===== src/rtl/framer_pkg.sv =====
package framer_pkg;

  localparam int DATA_W = 8;
  localparam int CNT_W  = $clog2(DATA_W + 1);

  // Packed so that bit positions match the format register layout.
  typedef struct packed {
    logic [1:0] parMode;  // [5:4]
    logic       parEn;    // [3]
    logic       stopSel;  // [2]
    logic [1:0] lenCode;  // [1:0]
  } lineFmt_t;

  typedef enum logic [2:0] {
    PH_IDLE   = 3'd0,
    PH_START  = 3'd1,
    PH_DATA   = 3'd2,
    PH_PARITY = 3'd3,
    PH_STOP   = 3'd4
  } phase_e;

  // Strobes from control to datapath.
  typedef struct packed {
    logic   load;
    logic   shift;
    phase_e phase;
  } dpCtl_t;

  function automatic logic [CNT_W-1:0] lenFromCode(input logic [1:0] code);
    return CNT_W'(5) + CNT_W'(code);
  endfunction

endpackage


===== src/rtl/framer_dp.sv =====
module framer_dp
  import framer_pkg::*;
#(
  parameter int TICKS_PER_BIT = 16,
  parameter int TICK_W        = $clog2(2 * TICKS_PER_BIT) + 1
) (
  input  logic                   clk,
  input  logic                   rstN,
  input  dpCtl_t                 ctl,
  input  lineFmt_t               fmtIn,
  input  logic [DATA_W-1:0]      dataIn,
  output logic                   serOut,
  output logic [CNT_W-1:0]       dataBits,
  output logic                   parEn,
  output logic [TICK_W-1:0]      stopTicks
);

  localparam logic [TICK_W-1:0] STOP_ONE  = TICK_W'(TICKS_PER_BIT);
  localparam logic [TICK_W-1:0] STOP_HALF = TICK_W'(TICKS_PER_BIT + TICKS_PER_BIT / 2);
  localparam logic [TICK_W-1:0] STOP_TWO  = TICK_W'(2 * TICKS_PER_BIT);

  lineFmt_t          fmtSnap;
  logic [DATA_W-1:0] shiftReg;
  logic              parityBit;
  logic [DATA_W-1:0] keepMask;
  logic [DATA_W-1:0] maskedIn;
  logic [CNT_W-1:0]  inBits;
  logic              onesOdd;
  logic              parityNext;

  assign inBits = lenFromCode(fmtIn.lenCode);

  // Lanes above the selected length are cleared before use.
  for (genvar i = 0; i < DATA_W; i++) begin : g_mask
    assign keepMask[i] = (CNT_W'(i) < inBits);
  end

  assign maskedIn = dataIn & keepMask;
  assign onesOdd  = ^maskedIn;

  always_comb begin
    unique case (fmtIn.parMode)
      2'b00:   parityNext = ~onesOdd;
      2'b01:   parityNext = onesOdd;
      2'b10:   parityNext = 1'b1;
      default: parityNext = 1'b0;
    endcase
  end

  always_ff @(posedge clk) begin
    if (!rstN) begin
      fmtSnap   <= '0;
      shiftReg  <= '0;
      parityBit <= 1'b0;
    end else if (ctl.load) begin
      fmtSnap   <= fmtIn;
      shiftReg  <= maskedIn;
      parityBit <= parityNext;
    end else if (ctl.shift) begin
      shiftReg  <= {1'b0, shiftReg[DATA_W-1:1]};
    end
  end

  assign dataBits = lenFromCode(fmtSnap.lenCode);
  assign parEn    = fmtSnap.parEn;

  always_comb begin
    if (!fmtSnap.stopSel)             stopTicks = STOP_ONE;
    else if (fmtSnap.lenCode == 2'b00) stopTicks = STOP_HALF;
    else                              stopTicks = STOP_TWO;
  end

  always_comb begin
    unique case (ctl.phase)
      PH_START:  serOut = 1'b0;
      PH_DATA:   serOut = shiftReg[0];
      PH_PARITY: serOut = parityBit;
      default:   serOut = 1'b1;
    endcase
  end

endmodule


===== src/rtl/framer_ctrl.sv =====
module framer_ctrl
  import framer_pkg::*;
#(
  parameter int TICKS_PER_BIT = 16,
  parameter int TICK_W        = $clog2(2 * TICKS_PER_BIT) + 1
) (
  input  logic               clk,
  input  logic               rstN,
  input  logic               baudTick,
  input  logic               txValid,
  input  logic [CNT_W-1:0]   dataBits,
  input  logic               parEn,
  input  logic [TICK_W-1:0]  stopTicks,
  output dpCtl_t             ctl,
  output logic               txReady,
  output logic               busy
);

  localparam logic [TICK_W-1:0] LAST_TICK = TICK_W'(TICKS_PER_BIT - 1);

  phase_e            phase, phaseNx;
  logic [TICK_W-1:0] tickCnt, tickNx;
  logic [CNT_W-1:0]  bitCnt, bitNx;
  logic              bitEnd;
  logic              stopEnd;

  assign bitEnd  = baudTick && (tickCnt == LAST_TICK);
  assign stopEnd = baudTick && (tickCnt == stopTicks - 1'b1);

  always_comb begin
    phaseNx   = phase;
    tickNx    = baudTick ? tickCnt + 1'b1 : tickCnt;
    bitNx     = bitCnt;
    ctl.load  = 1'b0;
    ctl.shift = 1'b0;
    ctl.phase = phase;
    unique case (phase)
      PH_IDLE: begin
        tickNx = '0;
        if (txValid) begin
          ctl.load = 1'b1;
          phaseNx  = PH_START;
        end
      end
      PH_START: begin
        if (bitEnd) begin
          phaseNx = PH_DATA;
          tickNx  = '0;
          bitNx   = '0;
        end
      end
      PH_DATA: begin
        if (bitEnd) begin
          ctl.shift = 1'b1;
          tickNx    = '0;
          if (bitCnt == dataBits - 1'b1) begin
            phaseNx = parEn ? PH_PARITY : PH_STOP;
          end else begin
            bitNx = bitCnt + 1'b1;
          end
        end
      end
      PH_PARITY: begin
        if (bitEnd) begin
          phaseNx = PH_STOP;
          tickNx  = '0;
        end
      end
      PH_STOP: begin
        if (stopEnd) begin
          phaseNx = PH_IDLE;
          tickNx  = '0;
        end
      end
      default: phaseNx = PH_IDLE;
    endcase
  end

  always_ff @(posedge clk) begin
    if (!rstN) begin
      phase   <= PH_IDLE;
      tickCnt <= '0;
      bitCnt  <= '0;
    end else begin
      phase   <= phaseNx;
      tickCnt <= tickNx;
      bitCnt  <= bitNx;
    end
  end

  assign txReady = (phase == PH_IDLE);
  assign busy    = (phase != PH_IDLE);

endmodule


===== src/rtl/framer_top.sv =====
module framer_top
  import framer_pkg::*;
#(
  parameter int TICKS_PER_BIT = 16
) (
  input  logic                clk,
  input  logic                rstN,
  input  logic                baudTick,
  input  logic                cfgWe,
  input  logic [5:0]          cfgWdata,
  input  logic [DATA_W-1:0]   txData,
  input  logic                txValid,
  output logic                txReady,
  output logic                serOut,
  output logic                busy
);

  localparam int TICK_W = $clog2(2 * TICKS_PER_BIT) + 1;

  lineFmt_t          cfgReg;
  dpCtl_t            ctl;
  logic [CNT_W-1:0]  dataBits;
  logic              parEn;
  logic [TICK_W-1:0] stopTicks;

  always_ff @(posedge clk) begin
    if (!rstN)      cfgReg <= '0;
    else if (cfgWe) cfgReg <= lineFmt_t'(cfgWdata);
  end

  framer_ctrl #(.TICKS_PER_BIT(TICKS_PER_BIT), .TICK_W(TICK_W)) ctrl_i (
    .clk       (clk),
    .rstN      (rstN),
    .baudTick  (baudTick),
    .txValid   (txValid),
    .dataBits  (dataBits),
    .parEn     (parEn),
    .stopTicks (stopTicks),
    .ctl       (ctl),
    .txReady   (txReady),
    .busy      (busy)
  );

  framer_dp #(.TICKS_PER_BIT(TICKS_PER_BIT), .TICK_W(TICK_W)) dp_i (
    .clk       (clk),
    .rstN      (rstN),
    .ctl       (ctl),
    .fmtIn     (cfgReg),
    .dataIn    (txData),
    .serOut    (serOut),
    .dataBits  (dataBits),
    .parEn     (parEn),
    .stopTicks (stopTicks)
  );

endmodule


===== config.mk =====
export PLATFORM = sky130hd
export DESIGN_NAME = framer_top
export DESIGN_NICKNAME = d
export VERILOG_FILES = /design/src/rtl/framer_pkg.sv /design/src/rtl/framer_dp.sv /design/src/rtl/framer_ctrl.sv /design/src/rtl/framer_top.sv
export SDC_FILE = /design/constraint.sdc
export NUM_CORES = 1
export LEC_CHECK = 0
export ABC_CLOCK_PERIOD_IN_PS = 2400
export BUFFER_PORTS_ARGS = -buffer_cell sky130_fd_sc_hd__buf_2
export CAP_MARGIN = 20
export CORE_AREA = 8 8 72 74
export CTS_CLUSTER_SIZE = 24
export DETAILED_ROUTE_END_ITERATION = 8
export DIE_AREA = 0 0 80 82
export GPL_ROUTABILITY_DRIVEN = 0
export PLACE_DENSITY = 0.67
export RECOVER_POWER = 25
export SETUP_SLACK_MARGIN = 0.1
export SLEW_MARGIN = 20
export SYNTH_ARGS = -nofsm -noshare
export SYNTH_HDL_FRONTEND = slang
export SYNTH_HIERARCHICAL = 1
export SYNTH_SLANG_ARGS = --single-unit
export TNS_END_PERCENT = 5

===== constraint.sdc =====
create_clock -name clk -period 2.4 [get_ports clk]
set_clock_uncertainty 0.15 [all_clocks]
set_input_delay 0.24 -clock clk [delete_from_list [all_inputs] [get_ports clk]]
set_output_delay 0.24 -clock clk [all_outputs]
set_load 0.01 [all_outputs]

# Word-level counts from Yosys, hierarchy flattened
# Cells that the tools add are included.
[totals]
latch_bits = 0
register_bits = 32
elab_cells = 82
input_bits = 19
romBits = 0
ramBits = 0
out_inout_bits = 3
memories = 0
[op_classes]
order_cmp = 8
n_reduce_logical = 12
bitwise = 2
n_mul = 0
div = 0
eq_ne = 16
shift = 0
muxes = 26
addsub = 6
[ops]
columns = ["op", "count"]
rows = [
  ["6-bit two-way mux", 5],
  ["3-bit two-way mux", 7],
  ["6-bit case mux with 3 select lines", 1],
  ["3-bit by 4-bit less-than comparator with 1-bit output, first input constant", 4],
  ["8-bit two-way mux", 2],
  ["3-bit case mux with 5 select lines", 1],
  ["4-bit two-way mux", 3],
  ["2-bit by 1-bit inequality test with 1-bit output, second input constant", 5],
  ["3-bit by 2-bit adder with 4-bit output, first input constant", 2],
  ["8-bit bitwise AND", 1],
  ["1-bit by 4-bit less-than comparator with 1-bit output, first input constant", 2],
  ["2-bit by 4-bit less-than comparator with 1-bit output, first input constant", 2],
  ["4-bit case mux with 2 select lines", 1],
  ["8-bit parity", 1],
  ["6-bit by 1-bit adder with 6-bit output, second input constant", 1],
  ["3-bit by 2-bit equality test with 1-bit output, second input constant", 2],
  ["6-bit by 4-bit equality test with 1-bit output, second input constant", 1],
  ["6-bit equality test", 1],
  ["1-bit case mux with 3 select lines", 2],
  ["6-bit AND reduction", 1],
  ["6-bit by 1-bit subtractor with 6-bit output, second input constant", 1],
  ["4-bit by 1-bit adder with 4-bit output, second input constant", 1],
  ["4-bit equality test", 1],
  ["2-bit logical NOT", 2],
  ["other kinds (14)", 20],
]

# Longest topological paths before layout
[logic_depth]
ltp_word = 8
ltp_mapped = 9
ltp_nobuf = 9

# By module
# Netlist, hierarchy kept.
[modules_own_cells]
columns = ["mod", "n_inst", "area_each_um2", "cells_per_inst", "seq_area_each_um2"]
rows = [
  ["framer_ctrl", 1, 1001.0, 122, 260.2],
  ["framer_dp", 1, 769.5, 85, 260.2],
  ["framer_top", 1, 229.0, 19, 120.1],
]

# Worst setup path after synthesis
# Ideal clock, no wire load.
[synth_path]
path_type = "register to register"
from = "reg ctrl_i.tickCnt[0]"
to = "reg dp_i.shiftReg[5]"
arrival_time_ps = 1880
setup_ps = 116
path_buffers = 1
t_required_ps = 2134
setup_slack_ps = 254
path_stages_with_launch = 7
period_less_slack_ps = 2146
cell_sequence = "dfxtp_1 -> ha_1 -> nand4_4 -> nor3_4 -> clkbuf_1 -> mux2_2 -> o211a_1"
[synth_rtl]
columns = ["element", "line_no", "text"]
rows = [
  ["start, declared", "framer_ctrl.sv:22", "logic [TICK_W-1:0] tickCnt, tickNx;"],
  ["start signal, assigned", "framer_ctrl.sv:86", "tickCnt <= tickNx;"],
  ["end signal, assigned", "framer_dp.sv:57", "shiftReg <= maskedIn;"],
  ["end signal, assigned", "framer_dp.sv:60", "shiftReg <= {1'b0, shiftReg[DATA_W-1:1]};"],
  ["end, declared", "framer_dp.sv:23", "logic [DATA_W-1:0] shiftReg;"],
]

# Worst setup path in the final report
[layout_path]
from = "reg dp_i/fmtSnap[0] in the netlist's numbering"
to = "reg ctrl_i.tickCnt[3]"
[layout_via]
elab_chain_cells = 8
[layout_rtl]
columns = ["element", "line_no", "text"]
rows = [
  ["start, declared", "framer_dp.sv:22", "lineFmt_t fmtSnap;"],
  ["start signal, assigned", "framer_dp.sv:56", "fmtSnap <= fmtIn;"],
  ["2-bit logical NOT", "framer_dp.sv:69", "else if (fmtSnap.lenCode == 2'b00) stopTicks = STOP_HALF;"],
  ["6-bit two-way mux", "framer_dp.sv:69", ""],
  ["6-bit two-way mux", "framer_dp.sv:68", "if (!fmtSnap.stopSel) stopTicks = STOP_ONE;"],
  ["net stopTicks[3]", "framer_top.sv:24", "logic [TICK_W-1:0] stopTicks;"],
  ["6-bit by 1-bit subtractor with 6-bit output", "framer_ctrl.sv:28", "assign stopEnd = baudTick && (tickCnt == stopTicks - 1'b1);"],
  ["6-bit equality test", "framer_ctrl.sv:28", ""],
  ["1-bit logical AND", "framer_ctrl.sv:28", ""],
  ["6-bit two-way mux", "framer_ctrl.sv:70", "if (stopEnd) begin"],
  ["6-bit case mux with 3 select lines", "framer_ctrl.sv:37", "unique case (phase)"],
]
# The timed path passes the listed nets, and every way through them passes these cells.
# A chain may end at the register's enable or synchronous reset.

==> reports/summary.log <==
INFO  final_layout   area_growth_syn_to_layout=12.5%
INFO  clocking       cts.htree.levels=2
INFO  clocking       clkLatencyLatePin=0.28ns
INFO  final_layout   finalNonFillerCells=302
INFO  critical_path  critical_path_peak_fanout=6
INFO  critical_path  arrival_time_worst_endpoint=2.24ns
INFO  clocking       clk_root_buffer_cell=sky130_fd_sc_hd__clkbuf_8
INFO  timing         max_freq=0.450GHz
INFO  drt            ant_nets=0
INFO  synth          yosys.area.top_type=sky130_fd_sc_hd__dfxtp_1
INFO  final_layout   finalNetCount=275
INFO  synth          synth_area=2000squm
INFO  flow_run       cap_violations=0
INFO  floorplanning  die-height=82um
INFO  power_and_ir_drop cellLeakagePower=0.901nW
INFO  synth          yosys.area.top_type_share=32.0%
INFO  power_and_ir_drop ir_drop=0.000400V
INFO  floorplanning  floorplan_core_area=4140squm
INFO  drt            wl=3750um
INFO  power_and_ir_drop power_switching_share=30.7%
INFO  clocking       cts_max_path_buffers=2
INFO  timing         period_needed=2.22ns
INFO  timing         worst_slew_pin_slew=1.32ns
INFO  global_routing grt_usage=12.0%
INFO  timing         timing.max_slew.rel_slack=11.9%
INFO  synth          async_reset_ff_share=0%
INFO  power_and_ir_drop report.power.total=1.35mW
INFO  floorplanning  io_pins=22
INFO  floorplanning  core.rowCount=24
INFO  critical_path  type_of_the_worst_setup_path=reg -> reg
INFO  synth          xor_and_xnor_area_share_after_synthesis=11.4%
INFO  timing         setup_violations=0
INFO  clocking       post_cts_hold_buffer_count=0
INFO  final_layout   layout-drive-gt1-share=18.0%
INFO  critical_path  timing.critical_path.required=2.42ns
INFO  synth          sequential_area_share_after_synthesis=32.0%
INFO  global_routing initial_antenna_violation_count=0
INFO  timing         period_share=92.5%
INFO  power_and_ir_drop p_seq_share=45.6%
INFO  placement      post-place-cells=294
INFO  timing         grt_setup_unrepaired=true
INFO  global_routing leftover_overflow_at_the_end_of_global_routing=0
INFO  timing         setup-tns-final=0ns
INFO  floorplanning  die-area=6560squm
INFO  drt            drtIter0Drc=40
INFO  power_and_ir_drop p_int=934uW
INFO  drt            drt-pass1-iter-count=4
INFO  final_layout   layout.cells.most_common_list=sky130_fd_sc_hd__dfxtp_1, sky130_fd_sc_hd__mux2i_1, sky130_fd_sc_hd__nand2_1, sky130_fd_sc_hd__buf_2, sky130_fd_sc_hd__nor2_1
INFO  synth          synth-warning-count=6
INFO  timing         drv_slew=0
INFO  synth          synthDistinctLibCells=51
INFO  synth          syn_inst=226
INFO  synth          synthAdderAreaFrac=3.75%
INFO  synth          netlist_top_cells_area=sky130_fd_sc_hd__dfxtp_1, sky130_fd_sc_hd__mux2i_1, sky130_fd_sc_hd__xnor2_1
INFO  synth          dominant_combinational_cell_family_by_area_after_synthesis=simple AND/OR/NAND/NOR gates
INFO  placement      port_buffers=21
INFO  placement      final_hpwl_from_detailed_placement=2740um
INFO  outcome        outcome=finished clean
INFO  synth          synth_simple_gate_area_share=25.6%
INFO  timing         hold_viol=0
INFO  synth          synth.area.mux_share=10.1%
INFO  power_and_ir_drop p_comb_share=26.0%
INFO  floorplanning  initial_utilization=48.2%
INFO  floorplanning  die_width=80um
INFO  global_routing grt_pass1_vias=1410
INFO  min_path       worstHoldPathType=in -> reg
INFO  clocking       cts_buffers=5
INFO  drt            routed_length_per_placed_instance=12.4um
INFO  synth          synth-seq-cells=32
INFO  critical_path  worstSetupEndpointType=register
INFO  power_and_ir_drop share_clk_of_total_power=28.4%
INFO  synth          synth_edf_count=0
INFO  synth          dominantRegCellSynth=sky130_fd_sc_hd__dfxtp_1
INFO  power_and_ir_drop power.density=599nW/um^2
INFO  final_layout   antennaDiodeCount=0
INFO  critical_path  critical_path.startpoint_type=register
INFO  global_routing grt_pass1_wl=6210um
INFO  global_routing grt_start_max_net_pins=37
INFO  clocking       path_clk_slew=0.06ns
INFO  synth          post_synth.cell_area_avg=8.85squm
INFO  synth          synth_compound_gate_area_share=11.6%
INFO  clocking       clock_sinks=32
INFO  drt            post_drt_via_cell_ratio=5.07
INFO  power_and_ir_drop power.net_switching=414uW
INFO  drt            routed-via-count=1532
INFO  final_layout   mostFrequentLayoutCell=sky130_fd_sc_hd__dfxtp_1
INFO  drt            drc_errors=0
INFO  clocking       cts_tree=yes
## per-stage QoR
step                      hold WS (ns)  area (sq um)  setup WS, ns  utilization (%)
after floorplan                  0.218          2010         0.254                -
after global placement           0.340          2140         0.121             51.6
after detailed placement         0.348          2140        0.0687             51.6
after CTS                       0.0594          2220         0.139             53.7
after global routing            0.0759          2250        0.0286             54.3
final                           0.0647          2250         0.179             54.3
## area by class of cell
| type | count | area (sq um) |
|---|---|---|
| Inverter | 12 | 45.0 |
| Fill cell | 399 | 1890 |
| Clock buffer | 6 | 72.6 |
| Tap cell | 52 | 65.1 |
| Multi-Input combinational cell | 174 | 1290 |
| Clock inverter | 1 | 5.00 |
| Timing Repair Buffer | 25 | 131 |
| Sequential cell | 32 | 641 |
## power groups by stage
stage	Combinational (mW)	Clock [mW]	Sequential (mW)
3_5_place_dp	0.340	0	0.626
6_report	0.351	0.384	0.614
5_1_grt	0.396	0.416	0.622
4_1_cts	0.352	0.395	0.615
3_3_place_gp	0.336	0	0.626
2_1_floorplan	0.264	0	0.612
## worst max-delay path, stage by stage (launching register included)
cell	delay, ns
sky130_fd_sc_hd__dfxtp_1	0.36
sky130_fd_sc_hd__inv_1	0.09
sky130_fd_sc_hd__ha_1	0.21
sky130_fd_sc_hd__and2_1	0.19
sky130_fd_sc_hd__or4bb_1	0.50
sky130_fd_sc_hd__o21ai_1	0.13
sky130_fd_sc_hd__a31oi_1	0.06
sky130_fd_sc_hd__a211oi_2	0.20
sky130_fd_sc_hd__buf_4	0.17
sky130_fd_sc_hd__nor3b_1	0.05
## sequential cells by signal, indices dropped and copies added, names as in the netlist
signal,flops
ctrl_i/bitCnt,4
dp_i/parityBit,1
ctrl_i/phase,3
ctrl_i/tickCnt,6
cfgReg,6
dp_i/fmtSnap,3
dp_i/parEn,1
dp_i/shiftReg,8
## kinds of logic after synthesis
| logic type | count (synthesis) |
|---|---|
| adder cells (fa/ha/maj) | 6 |
| XOR/XNOR | 22 |
| AO/OA/AOI/OAI | 35 |
| flip-flops | 32 |
| other | 1 |
| multiplexers | 20 |
| AND/OR/NAND/NOR | 88 |
| buffers and inverters | 22 |
## synthesized netlist by cell type (2+ instances only)
library cell,instances
sky130_fd_sc_hd__or3_1,2
sky130_fd_sc_hd__o2111ai_1,2
sky130_fd_sc_hd__xnor3_1,2
sky130_fd_sc_hd__a21boi_0,2
sky130_fd_sc_hd__nor3_1,4
sky130_fd_sc_hd__nand2b_1,4
sky130_fd_sc_hd__ha_1,6
sky130_fd_sc_hd__nor2b_1,12
sky130_fd_sc_hd__o21ai_0,11
sky130_fd_sc_hd__xor2_1,6
sky130_fd_sc_hd__or2b_1,2
sky130_fd_sc_hd__nor3b_1,3
sky130_fd_sc_hd__nor2_1,13
sky130_fd_sc_hd__and2_1,8
sky130_fd_sc_hd__o211ai_1,3
sky130_fd_sc_hd__a31oi_1,3
sky130_fd_sc_hd__xnor2_1,13
sky130_fd_sc_hd__or2_2,2
sky130_fd_sc_hd__o21ai_2,2
sky130_fd_sc_hd__nand2_1,18
sky130_fd_sc_hd__nand3_1,7
sky130_fd_sc_hd__a21oi_1,5
sky130_fd_sc_hd__dfxtp_1,32
sky130_fd_sc_hd__clkbuf_1,4
sky130_fd_sc_hd__buf_4,4
sky130_fd_sc_hd__inv_1,12
sky130_fd_sc_hd__nand3b_1,2
sky130_fd_sc_hd__mux2i_1,19
## layer usage
layer	part of all wire (%)	global-route usage, %
met2	44	18.4
met5	0	0
met4	1.6	5.45
met1	50	15.1
met3	4.4	3.83
## worst paths after layout
check	start	end	slack, ns	cells after the start
setup reg to reg	dp_i/fmtSnap[0]$_SDFFE_PN0P_	ctrl_i/tickCnt[3]$_SDFF_PN0_	0.18	9
setup / recovery	dp_i/fmtSnap[0]$_SDFFE_PN0P_	ctrl_i/tickCnt[3]$_SDFF_PN0_	0.18	9
hold reg to reg	cfgReg[5]$_SDFFE_PN0P_	dp_i/parityBit$_SDFFE_PN0P_	0.35	1
hold / removal	cfgWdata[0]	cfgReg[0]$_SDFFE_PN0P_	0.06	3
## timing repair
action	CTS	global route
hold endpoints to repair	0	0
pin swaps	1	0
setup buffers	1	0
setup endpoints to repair	6	10
gates resized for setup	0	6
Power figures use the tool's default switching activity.
